**config.mk**
```make
export PLATFORM = sky130hd
export DESIGN_NAME = sdram_init_seq
export DESIGN_NICKNAME = d
export VERILOG_FILES = /design/src/rtl/sdram_init_pkg.sv /design/src/rtl/sdram_init_ctrl.sv /design/src/rtl/sdram_init_datapath.sv /design/src/rtl/sdram_init_seq.sv
export SDC_FILE = /design/constraint.sdc
export NUM_CORES = 1
export LEC_CHECK = 0
export ABC_CLOCK_PERIOD_IN_PS = 1200
export BUFFER_PORTS_ARGS = -buffer_cell sky130_fd_sc_hd__buf_4
export CAP_MARGIN = 5
export CORE_AREA = 10 10 47 49
export CTS_CLUSTER_DIAMETER = 30
export DETAILED_ROUTE_END_ITERATION = 8
export DIE_AREA = 0 0 57 59
export PLACE_DENSITY = 0.67
export RECOVER_POWER = 50
export SETUP_SLACK_MARGIN = 0.15
export SYNTH_ARGS = -nofsm -noshare
export SYNTH_HDL_FRONTEND = slang
export SYNTH_SLANG_ARGS = --single-unit
export TNS_END_PERCENT = 1
```
**constraint.sdc**
```tcl
create_clock -name clk -period 1.2 [get_ports clk]
set_input_delay 0.12 -clock clk [delete_from_list [all_inputs] [get_ports clk]]
set_output_delay 0.12 -clock clk [all_outputs]
set_load 0.05 [all_outputs]
```
**src/rtl/sdram_init_pkg.sv**
```systemverilog
package sdram_init_pkg;

  typedef enum logic [3:0] {
    ST_IDLE      = 4'd0,
    ST_PRE       = 4'd1,
    ST_WAIT_RP   = 4'd2,
    ST_REF1      = 4'd3,
    ST_WAIT_RFC1 = 4'd4,
    ST_REF2      = 4'd5,
    ST_WAIT_RFC2 = 4'd6,
    ST_LMR       = 4'd7,
    ST_WAIT_MRD  = 4'd8,
    ST_READY     = 4'd9
  } initState_e;

  typedef enum logic [1:0] {
    WAIT_RP  = 2'd0,
    WAIT_RFC = 2'd1,
    WAIT_MRD = 2'd2
  } waitSel_e;

  // {csN, rasN, casN, weN}
  localparam logic [3:0] CMD_NOP       = 4'b0111;
  localparam logic [3:0] CMD_PRECHARGE = 4'b0010;
  localparam logic [3:0] CMD_REFRESH   = 4'b0001;
  localparam logic [3:0] CMD_LOAD_MODE = 4'b0000;

  typedef struct packed {
    logic     issuePre;
    logic     issueRefresh;
    logic     issueLoadMode;
    logic     loadWait;
    waitSel_e waitSel;
    logic     initDone;
  } seqStrobe_t;

  function automatic int waitCycles(input int timeNs, input int periodNs);
    int q;
    q = timeNs / periodNs;
    return (q < 1) ? 1 : q;
  endfunction

  function automatic logic [2:0] burstLenCode(input int len);
    case (len)
      1:       return 3'b000;
      2:       return 3'b001;
      8:       return 3'b011;
      default: return 3'b010;
    endcase
  endfunction

  function automatic logic [2:0] casLatCode(input int lat);
    case (lat)
      3:       return 3'b011;
      default: return 3'b010;
    endcase
  endfunction

  function automatic logic [9:0] modeLow(input int len, input int lat,
                                         input bit interleaved, input bit singleWr);
    return {singleWr, 2'b00, casLatCode(lat), interleaved, burstLenCode(len)};
  endfunction

endpackage

```
**src/rtl/sdram_init_ctrl.sv**
```systemverilog
module sdram_init_ctrl
  import sdram_init_pkg::*;
(
  input  logic       clk,
  input  logic       rstN,
  input  logic       powerStable,
  input  logic       waitDone,
  output seqStrobe_t strobe
);

  initState_e state, nextState;

  always_ff @(posedge clk or negedge rstN) begin
    if (!rstN) state <= ST_IDLE;
    else       state <= nextState;
  end

  always_comb begin
    nextState = state;
    case (state)
      ST_IDLE:      if (powerStable) nextState = ST_PRE;
      ST_PRE:       nextState = ST_WAIT_RP;
      ST_WAIT_RP:   if (waitDone) nextState = ST_REF1;
      ST_REF1:      nextState = ST_WAIT_RFC1;
      ST_WAIT_RFC1: if (waitDone) nextState = ST_REF2;
      ST_REF2:      nextState = ST_WAIT_RFC2;
      ST_WAIT_RFC2: if (waitDone) nextState = ST_LMR;
      ST_LMR:       nextState = ST_WAIT_MRD;
      ST_WAIT_MRD:  if (waitDone) nextState = ST_READY;
      ST_READY:     nextState = ST_READY;
      default:      nextState = ST_IDLE;
    endcase
  end

  always_comb begin
    strobe = '{issuePre: 1'b0, issueRefresh: 1'b0, issueLoadMode: 1'b0,
               loadWait: 1'b0, waitSel: WAIT_RP, initDone: 1'b0};
    case (state)
      ST_PRE: begin
        strobe.issuePre = 1'b1;
        strobe.loadWait = 1'b1;
        strobe.waitSel  = WAIT_RP;
      end
      ST_REF1, ST_REF2: begin
        strobe.issueRefresh = 1'b1;
        strobe.loadWait     = 1'b1;
        strobe.waitSel      = WAIT_RFC;
      end
      ST_LMR: begin
        strobe.issueLoadMode = 1'b1;
        strobe.loadWait      = 1'b1;
        strobe.waitSel       = WAIT_MRD;
      end
      ST_READY: strobe.initDone = 1'b1;
      default: ;
    endcase
  end

endmodule

```
**src/rtl/sdram_init_datapath.sv**
```systemverilog
module sdram_init_datapath
  import sdram_init_pkg::*;
#(
  parameter int ADDR_W      = 12,
  parameter int BANK_W      = 2,
  parameter int RP_CYC      = 1,
  parameter int RFC_CYC     = 5,
  parameter int MRD_CYC     = 2,
  parameter int PRE_ALL_BIT = 10,
  parameter logic [ADDR_W-1:0] MODE_WORD = '0
) (
  input  logic              clk,
  input  logic              rstN,
  input  seqStrobe_t        strobe,
  output logic              waitDone,
  output logic [3:0]        cmdPins,
  output logic [ADDR_W-1:0] addrOut,
  output logic [BANK_W-1:0] bankOut,
  output logic              readyOut
);

  localparam int MAX_CYC = (RFC_CYC > RP_CYC)
                         ? ((RFC_CYC > MRD_CYC) ? RFC_CYC : MRD_CYC)
                         : ((RP_CYC  > MRD_CYC) ? RP_CYC  : MRD_CYC);
  localparam int CNT_W = (MAX_CYC < 2) ? 1 : $clog2(MAX_CYC);

  logic [CNT_W-1:0] waitCnt;
  logic [CNT_W-1:0] loadVal;

  always_comb begin
    case (strobe.waitSel)
      WAIT_RFC: loadVal = CNT_W'(RFC_CYC - 1);
      WAIT_MRD: loadVal = CNT_W'(MRD_CYC - 1);
      default:  loadVal = CNT_W'(RP_CYC - 1);
    endcase
  end

  always_ff @(posedge clk or negedge rstN) begin
    if (!rstN)                 waitCnt <= '0;
    else if (strobe.loadWait)  waitCnt <= loadVal;
    else if (waitCnt != '0)    waitCnt <= waitCnt - 1'b1;
  end

  assign waitDone = (waitCnt == '0);

  always_comb begin
    if (strobe.issuePre)           cmdPins = CMD_PRECHARGE;
    else if (strobe.issueRefresh)  cmdPins = CMD_REFRESH;
    else if (strobe.issueLoadMode) cmdPins = CMD_LOAD_MODE;
    else                           cmdPins = CMD_NOP;
  end

  for (genvar i = 0; i < ADDR_W; i++) begin : g_addr
    if (i == PRE_ALL_BIT) begin : g_all
      assign addrOut[i] = strobe.issuePre | (strobe.issueLoadMode & MODE_WORD[i]);
    end else begin : g_mode
      assign addrOut[i] = strobe.issueLoadMode & MODE_WORD[i];
    end
  end

  assign bankOut  = '0;
  assign readyOut = strobe.initDone;

endmodule

```
**src/rtl/sdram_init_seq.sv**
```systemverilog
module sdram_init_seq
  import sdram_init_pkg::*;
#(
  parameter int CLK_PERIOD_NS     = 12,
  parameter int T_RP_NS           = 15,
  parameter int T_RFC_NS          = 66,
  parameter int T_MRD_NS          = 24,
  parameter int BURST_LEN         = 4,
  parameter int CAS_LATENCY       = 3,
  parameter bit BURST_INTERLEAVED = 1'b0,
  parameter bit WRITE_SINGLE      = 1'b0,
  parameter int ADDR_W            = 12,
  parameter int BANK_W            = 2
) (
  input  logic              clk,
  input  logic              rstN,
  input  logic              powerStable,
  output logic              csN,
  output logic              rasN,
  output logic              casN,
  output logic              weN,
  output logic [ADDR_W-1:0] addr,
  output logic [BANK_W-1:0] bank,
  output logic              ready
);

  localparam int RP_CYC  = waitCycles(T_RP_NS,  CLK_PERIOD_NS);
  localparam int RFC_CYC = waitCycles(T_RFC_NS, CLK_PERIOD_NS);
  localparam int MRD_CYC = waitCycles(T_MRD_NS, CLK_PERIOD_NS);
  localparam logic [ADDR_W-1:0] MODE_WORD =
    ADDR_W'(modeLow(BURST_LEN, CAS_LATENCY, BURST_INTERLEAVED, WRITE_SINGLE));

  seqStrobe_t strobe;
  logic       waitDone;
  logic [3:0] cmdPins;

  sdram_init_ctrl u_ctrl (
    .clk        (clk),
    .rstN       (rstN),
    .powerStable(powerStable),
    .waitDone   (waitDone),
    .strobe     (strobe)
  );

  sdram_init_datapath #(
    .ADDR_W     (ADDR_W),
    .BANK_W     (BANK_W),
    .RP_CYC     (RP_CYC),
    .RFC_CYC    (RFC_CYC),
    .MRD_CYC    (MRD_CYC),
    .PRE_ALL_BIT(10),
    .MODE_WORD  (MODE_WORD)
  ) u_dp (
    .clk     (clk),
    .rstN    (rstN),
    .strobe  (strobe),
    .waitDone(waitDone),
    .cmdPins (cmdPins),
    .addrOut (addr),
    .bankOut (bank),
    .readyOut(ready)
  );

  assign {csN, rasN, casN, weN} = cmdPins;

endmodule

```
==> run_results.csv, run 1 <==
group,metric,value,unit
detailed_routing,route.detailed.drc,0,
synth,seq_area_frac_synth,0.3608,
synth,syn_inst,54,
timing,rsz0062_at_grt,"true",
global_routing,grt_pass1_vias,450,
critical_path,cp_slowest_cell,"dfrtp_1",
floorplan,row_count,14,
finish,nets,82,
detailed_routing,routed-via-count,397,
floorplan,start_util,0.3464,
clock_tree,numCtsBuffers,3,
clock_tree,clock_latency,0.26,ns
critical_path,required,1.08,ns
run_status,status,"finished, violations left",
detailed_routing,first_iter_violations,8,
critical_path,criticalPathCategory,"flop to output port",
detailed_routing,wl_per_cell,13.21,µm
global_routing,antenna_found_initial,0,
detailed_routing,firstDrtPassIters,4,
hold_path,hp-class,"input port to flop",
finish,fillerInstances,138,
global_routing,overflow,0,
finish,area_delta_synth_final,45.62,%
finish,seq_area,175.2,µm²
timing,max_freq,0.6898,GHz
critical_path,crit_cells,4,
timing,drv_slew,0,
timing,setup_ws,-0.2497,ns
critical_path,path_buf_inv,2,
synth,synth_flop_cell,"dfrtp_1",
clock_tree,tritoncts,"built",
finish,n_antenna_cell,0,
finish,drive_gt1_frac,0.4342,
synth,post-synth-top-area-fraction,0.3608,
clock_tree,cts_buffer_depth,2,
critical_path,slowest_delay,0.37,ns
clock_tree,path_clk_slew,0.06,ns
place,portBuffers,10,
clock_tree,clock-sinks,7,
clock_tree,cts_root_buf,"clkbuf_4",
detailed_routing,ant_nets,0,
place,routabilityCongestion,0.7913,
finish,fin_cells,92,
synth,async_reset_ff_frac,1.000,
synth,yosys.area.top_type,"dfrtp_1",
synth,yosysWarnings,0,
floorplan,core,1401,µm²
timing,fin_crit,1.450,ns
synth,synth_area_leaders,"dfrtp_1 36%, buf_4 20%, ha_1 5.2%",
synth,synth.cell_area,485.5,µm²
global_routing,grt_max_degree,8,
job,drv_cap,0,
critical_path,end_kind,"output port",
power_and_ir_drop,power_density,784.3,nW/µm²
finish,multi_input_area,270.3,µm²
detailed_routing,wl,1215,µm
critical_path,rrSetupSlack,-0.04,ns
detailed_routing,viasPerCell,4.315,
timing,fin_hold_ws,0.2213,ns
critical_path,cp-start-kind,"flop",
critical_path,crit_arrival,1.33,ns
synth,synth_cell_types,22,
timing,finClkSkew,0.009041,ns
hold_path,holdPathStages,3,
place,hpwl,897.8,µm
global_routing,grt_pass1_wl,2042,µm
run_status,violations,"setup timing",
synth,synth.avg_cell_area,8.990,µm²
synth,ys_seq_elements,7,
floorplan,die_h,59,µm
power_and_ir_drop,power_leakage,0.3272,nW
power_and_ir_drop,peakVddDrop,453.8,µV
finish,layout_common_cells,"11 x conb_1, 11 x buf_4, 7 x dfrtp_1, 6 x buf_6",
floorplan,die-area,3363,µm²
synth,synth_edf_count,0,
floorplan,io_pins,22,
critical_path,r2r_cells,5,
critical_path,cpLargestDelayFamily,"flip-flops",
critical_path,path_cells,"and2b_4 -> inv_4 -> a21o_4 -> buf_8",
floorplan,die_x,57,µm
clock_tree,htree_levels,1,
place,dp_cells,83,
critical_path,path_max_fanout,4,
global_routing,track_usage,0.07857,
timing,hold_viol,0,
timing,post-route-period-util,1.208,
timing,setup_viol_count_final,9,
synthesized netlist by cell type, types with 2 or more instances:
library cell,n
inv_1,3
mux2i_1,2
xnor2_1,2
dfrtp_1,7
ha_1,2
buf_4,13
nor2_1,6
nand2_1,5
flip-flops by register name (all words and copies together) (netlist names):
name,flops
u_dp.waitCnt,3
u_ctrl.state,4
cell families (layout without fill, tap and decap cells):
logic type      Yosys count  after routing  synth area share
compound gates            5              5           0.07475
xor+xnor                  3              3           0.05413
simple gates             17             17            0.1778
other cells               1             11          0.007725
mux                       2              2           0.04124
buf+inv                  17             29            0.2319
flops                     7              7            0.3608
fa+ha+maj                 2              2           0.05154
report_power, final:
part           total [mW]  leakage [nW]  switching (mW)  internal, mW
clock network       0.231        0.0150           0.103         0.128
logic              0.0876         0.225          0.0822       0.00539
registers           0.236        0.0874               0         0.236
layout make-up:
type,instances,share of cell area
clock buffer,4,0.03717
sequential,7,0.2478
tap,16,0.02832
multi-input combinational,40,0.3823
timing repair buffer,21,0.2743
inverter,4,0.03009
final timing paths:
check / from / end
hold / removal: powerStable / u_ctrl.state[0]
max in group asynchronous: rstN / u_ctrl.state[1]
setup reg to reg: u_dp.waitCnt[0] / u_ctrl.state[0]
min in group asynchronous: rstN / u_dp.waitCnt[0]
setup / recovery: u_ctrl.state[3] / weN
hold reg to reg: u_ctrl.state[0] / u_ctrl.state[0]
metrics by stage:
step	area [µm²]	power (mW)	util	setup TNS [ns]	setup WS (ns)
floorplan	571.8	0.3439	-	-0.4655	-0.1602
global placement	599.3	0.3252	0.4277	-0.01962	-0.01962
detailed placement	599.3	0.3253	0.4277	-0.07366	-0.06619
CTS	693.2	0.5598	0.4946	-1.644	-0.2409
global route	706.9	0.5772	0.5045	-2.168	-0.2893
finish	706.9	0.5544	0.5045	-1.566	-0.2497
worst reg2reg max path: cells and delay by family (launching register included):
family | cells | cell delay [ns]
fa+ha+maj | 1 | 0.18
compound gates | 1 | 0.25
buf+inv | 1 | 0.08
flops | 1 | 0.36
mux | 1 | 0.08
simple gates | 1 | 0.20
metal layers:
| metal | vias up | GRT usage | share of wire |
|---|---|---|---|
| met1 | 189 | 0.07204 | 0.38 |
| met2 | 15 | 0.1488 | 0.57 |
| li1 | 191 | - | - |
| met5 | - | 0 | 0 |
| met3 | 2 | 0.02146 | 0.040 |
| met4 | 0 | 0.05034 | 0.012 |
what timing repair did:
action	in CTS	in global routing
pin swaps	2	2
resized for setup	8	5
endpoints found under the hold margin	7	0
endpoints found under the setup margin	12	12
hold buffers	1	0
buffers inserted	4	0
No activity file was read; power rests on OpenSTA's default activity.
==> run 2, diff against run 1 <==
CORE_AREA = 2 2 39 41   (was 10 10 47 49)
DIE_AREA = 0 0 41 43   (was 0 0 57 59)
==> run 2 against run 1 <==
  * The run still ends with setup timing left
  * Via count fell by 3.0%
  * Clock power decreased by 8%
  * Global-route usage grew 5.3 points
  * Non-clock buffer count grew 1
  * Power shrank 3.6%
  * Core utilization rose by 2.9 points
  * Sequential power barely moved
  * Final area rose by 4.4%
  * Sequential share of layout area down 1.0 points
  * Count of clock-buffer cells in the layout stayed put
==> run_results.csv, run 2 (synthesis gave the netlist of run 1 again) <==
group,metric,value,unit
clock_tree,path_clk_slew,0.05,ns
global_routing,grt_pass1_vias,371,
finish,area_delta_synth_final,52.06,%
finish,postLayoutCellArea,738.2,µm²
critical_path,end_kind,"output port",
detailed_routing,wl_met1,369,µm
finish,largest_register_ffs,4,
global_routing,antenna_found_initial,0,
floorplan,core,1384,µm²
finish,largest-register,"u_ctrl.state",
detailed_routing,wl,968,µm
floorplan,io_pins,22,
detailed_routing,viasPerCell,4.140,
hold_path,min-delay-start,"powerStable",
clock_tree,htree_levels,1,
floorplan,die_x,41,µm
finish,nets,83,
clock_tree,clock_latency,0.25,ns
hold_path,min_to,"u_ctrl.state[0]",
clock_tree,tritoncts,"built",
global_routing,track_usage,0.1321,
critical_path,required,1.08,ns
timing,hold_viol,0,
floorplan,row_count,14,
job,drv_cap,0,
critical_path,crit_arrival,1.29,ns
place,dpl_cell_area,614.3,µm²
detailed_routing,route.detailed.drc,0,
power_and_ir_drop,power_leakage,0.3294,nW
critical_path,critPathLaunch,"u_ctrl.state[3]",
finish,drive_gt1_frac,0.4935,
detailed_routing,routed-via-count,385,
clock_tree,cts_buffer_depth,2,
timing,setup_ws,-0.2098,ns
critical_path,path_max_fanout,3,
floorplan,start_util,0.3508,
place,hpwl,728.2,µm
detailed_routing,first_iter_violations,7,
finish,top_regs,"u_ctrl.state (4), u_dp.waitCnt (3)",
finish,layout_common_cells,"12 x buf_4, 11 x conb_1, 7 x dfrtp_1, 5 x nor2_1, 5 x nand2_1",
timing,drv_slew,0,
clock_tree,clock-sinks,7,
place,routabilityCongestion,0.7141,
floorplan,die_h,43,µm
timing,fin_hold_ws,0.2381,ns
critical_path,rrSetupSlack,-0.01,ns
critical_path,r2r_cells,6,
detailed_routing,ant_nets,0,
detailed_routing,firstDrtPassIters,2,
critical_path,slowest_delay,0.37,ns
hold_path,hp-class,"input port to flop",
global_routing,grt_pass1_wl,1524,µm
power_and_ir_drop,power,0.5345,mW
clock_tree,cts_root_buf,"clkbuf_4",
critical_path,r2r_end,"u_ctrl.state[0]",
run_status,violations,"setup timing",
detailed_routing,route.met2.wl,561,µm
floorplan,die-area,1763,µm²
timing,post-route-period-util,1.175,
place,dp_cells,85,
critical_path,rr_startpoint,"u_dp.waitCnt[1]",
global_routing,grt_max_degree,8,
global_routing,overflow,0,
hold_path,holdPathStages,3,
detailed_routing,maxUsedRoutingLayer,"met3",
timing,rsz0062_at_grt,"true",
finish,layout_commonest_cell,"buf_4",
power_and_ir_drop,peakVddDrop,387.2,µV
timing,max_freq,0.7093,GHz
critical_path,cp-start-kind,"flop",
critical_path,cp_slowest_cell,"dfrtp_1",
critical_path,path_cells,"and2b_4 -> inv_4 -> a21o_4 -> buf_8",
finish,fin_cells,93,
timing,fin_crit,1.410,ns
detailed_routing,wl_met3,38,µm
detailed_routing,wl_per_cell,10.41,µm
run_status,status,"finished, violations left",
timing,setup_viol_count_final,9,
timing,finClkSkew,0.004412,ns
power_and_ir_drop,power_density,724.1,nW/µm²
place,portBuffers,10,
clock_tree,numCtsBuffers,3,
critical_path,criticalPathCategory,"flop to output port",
finish,n_antenna_cell,0,
-- run 2: cell types whose count changed in the layout (fill, tap and decap cells not counted), sizes merged --
| cell | delta |
|---|---|
| buf | +1 |
-- run 2: how the worst max path moves through the flow --
| stage | end | cells after the start |
|---|---|---|
| 3_3_place_gp | weN | 4 |
| 6_report | weN | 4 |
| 4_1_cts | weN | 4 |
| 5_1_grt | addr[4] | 4 |
| 3_5_place_dp | u_ctrl.state[0] | 5 |
| 2_1_floorplan | addr[4] | 4 |
-- run 2: metrics by stage --
| step | setup slack, ns | TNS [ns] | utilization |
|---|---|---|---|
| after CTS | -0.2158 | -1.499 | 0.5109 |
| final | -0.2098 | -1.395 | 0.5335 |
| after floorplan | -0.1602 | -0.4655 | - |
| after detailed placement | -0.07577 | -0.07577 | 0.4439 |
| after global routing | -0.2467 | -1.822 | 0.5335 |
| after global placement | 0.02678 | 0 | 0.4439 |
-- run 2: routing by layer --
| layer | vias up | track usage |
|---|---|---|
| met5 | - | 0 |
| met1 | 177 | 0.1303 |
| met4 | 0 | 0.04000 |
| met2 | 9 | 0.2281 |
| met3 | 0 | 0.06283 |
| li1 | 199 | - |
-- run 2: worst max-delay path, delay by kind of cell, from the launching register on --
| kind | cells | cell delay [ns] |
|---|---|---|
| buf+inv | 2 | 0.19 |
| simple gates | 1 | 0.29 |
| flops | 1 | 0.37 |
| compound gates | 1 | 0.19 |
-- run 2: layout make-up --
cell class,instances,area (µm²)
Timing Repair Buffer,22,209.0
Sequential cell,7,175.2
Fill cell,137,645.6
Clock buffer,4,26.28
Multi-Input combinational cell,40,286.5
Tap cell,16,20.02
Inverter,4,21.27
-- run 2: what timing repair did --
item	CTS	global route
hold endpoints to repair	7	0
pin swaps	3	3
hold buffers	1	0
buffers inserted	2	1
gates resized for setup	14	6
endpoints found under the setup margin	12	12
-- run 2: power by group --
part	switching (mW)	internal (mW)	total, mW	leakage [nW]
clock	0.0851	0.127	0.212	0.0150
sequential	0	0.236	0.236	0.0874
combinational	0.0809	0.00539	0.0862	0.227
total	0.166	0.369	0.535	0.329
==> run 3, diff against run 2 <==
CAP_MARGIN = 40   (was 5)
CTS_CLUSTER_DIAMETER = 80   (was 30)
RECOVER_POWER = default   (was 50)
==> run 3 against run 2 <==
  * The run still ends with setup timing left
  * Via count rose by 0.26%
  * Final area rose by 0.51%
  * Worst hold slack got worse by 0.021 ns
  * Core utilization rose by 0.27 points
  * Non-clock buffer count did not move
  * Power rose by 0.29%
  * Wire length rose by 0.10%
  * Setup slack did not move
  * Critical endpoint unchanged
  * Highest routed layer unchanged
==> run_results.csv, run 3 (synthesis gave the netlist of run 1 again) <==
group,metric,value,unit
run_status,status,"finished, violations left",
run_status,violations,"setup timing",
floorplan,core,1384,µm²
floorplan,io_pins,22,
timing,setup_ws,-0.2098,ns
finish,largest_register_ffs,4,
global_routing,antenna_found_initial,0,
critical_path,end_kind,"output port",
clock_tree,cts_buffer_depth,2,
finish,n_antenna_cell,0,
place,dp_slack,-0.07577,ns
critical_path,cp-start-kind,"flop",
clock_tree,cts_root_buf,"clkbuf_4",
job,drv_cap,0,
power_and_ir_drop,power_density,722.5,nW/µm²
critical_path,path_buf_inv,2,
place,hpwl,728.2,µm
critical_path,slowest_delay,0.37,ns
floorplan,row_count,14,
finish,top_regs,"u_ctrl.state (4), u_dp.waitCnt (3)",
clock_tree,tritoncts,"built",
detailed_routing,wl,969,µm
global_routing,grt_max_degree,8,
floorplan,start_util,0.3508,
global_routing,grt_pass1_wl,1524,µm
clock_tree,clock_latency,0.25,ns
critical_path,criticalPathCategory,"flop to output port",
critical_path,required,1.08,ns
critical_path,crit_arrival,1.29,ns
timing,hold_viol,0,
timing,post-route-period-util,1.175,
global_routing,grt_pass1_vias,371,
hold_path,hp-class,"input port to asynchronous set/reset pin",
finish,layout_commonest_cell,"buf_4",
power_and_ir_drop,power_leakage,0.3331,nW
timing,max_freq,0.7093,GHz
detailed_routing,routed-via-count,386,
timing,rsz0062_at_grt,"true",
floorplan,die_x,41,µm
critical_path,path_cells,"and2b_4 -> inv_4 -> a21o_4 -> buf_8",
finish,nets,83,
finish,drive_gt1_frac,0.5065,
critical_path,cpLargestDelayFamily,"flip-flops",
detailed_routing,ant_nets,0,
critical_path,path_max_fanout,3,
finish,area_delta_synth_final,52.84,%
detailed_routing,wl_per_cell,10.42,µm
finish,layout_common_cells,"13 x buf_4, 11 x conb_1, 7 x dfrtp_1, 5 x nor2_1, 5 x nand2_1",
place,dp_cells,85,
floorplan,die-area,1763,µm²
global_routing,track_usage,0.1321,
floorplan,die_h,43,µm
finish,fin_cells,93,
detailed_routing,route.detailed.drc,0,
finish,utilization,0.5362,
timing,finClkSkew,0.004412,ns
detailed_routing,first_iter_violations,7,
clock_tree,clock-sinks,7,
timing,fin_setup_tns,-1.395,ns
power_and_ir_drop,peakVddDrop,387.2,µV
place,portBuffers,10,
finish,postLayoutCellArea,742.0,µm²
clock_tree,path_clk_slew,0.05,ns
timing,fin_hold_ws,0.2169,ns
finish,largest-register,"u_ctrl.state",
clock_tree,numCtsBuffers,3,
global_routing,overflow,0,
timing,setup_viol_count_final,9,
timing,fin_crit,1.410,ns
clock_tree,htree_levels,1,
detailed_routing,viasPerCell,4.151,
critical_path,cp_slowest_cell,"dfrtp_1",
place,routabilityCongestion,0.7141,
place,dpl_cell_area,614.3,µm²
detailed_routing,firstDrtPassIters,2,
timing,drv_slew,0,
power_and_ir_drop,power,0.5360,mW
-- run 3: cell types whose count changed in the layout (fill, tap and decap cells not counted), sizes merged --
cell / previous run / this run
buf: 20 / 21
clkbuf: 5 / 4
-- run 3: metal layers --
layer  part of all wire  track usage  up-vias
li1                   -            -      199
met1               0.38       0.1303      178
met3              0.039      0.06283        0
met4                  0      0.04000        0
met5                  0            0        -
met2               0.58       0.2281        9
-- run 3: worst paths after layout --
check	from	to	slack, ns	depth (start not counted)
hold / removal	rstN	u_dp.waitCnt[0]	0.22	2
hold reg to reg	u_ctrl.state[3]	u_ctrl.state[2]	0.54	2
setup reg to reg	u_dp.waitCnt[1]	u_ctrl.state[0]	-0.01	6
setup / recovery	u_ctrl.state[3]	weN	-0.21	4
min in group clk	powerStable	u_ctrl.state[0]	0.24	3
max in group asynchronous	rstN	u_ctrl.state[2]	0.86	2
-- run 3: worst reg2reg max path: cells and delay by family (launching register included) --
| kind | cells | cell delay (ns) |
|---|---|---|
| DFF | 1 | 0.33 |
| buffers and inverters | 2 | 0.18 |
| AOI/OAI and AO/OA | 1 | 0.09 |
| and+or+nand+nor | 2 | 0.31 |
| adders and majority gates | 1 | 0.18 |
-- run 3: cell type report --
class	instances	area [µm²]
Clock buffer	4	26.28
Inverter	4	21.27
Tap cell	16	20.02
Multi-Input combinational cell	40	286.5
Sequential cell	7	175.2
Fill cell	135	641.9
Timing Repair Buffer	22	212.7
-- run 3: timing repair --
action | in CTS | in global routing
buffers inserted | 2 | 1
endpoints found under the setup margin | 12 | 12
pin swaps | 3 | 3
gates resized for setup | 14 | 6
endpoints found under the hold margin | 7 | 0
hold buffers | 1 | 0
-- run 3: power by group --
part	switching [mW]	total [mW]	internal (mW)
clock network	0.0851	0.212	0.127
logic	0.0809	0.0878	0.00688
registers	0	0.236	0.236
total	0.166	0.536	0.370
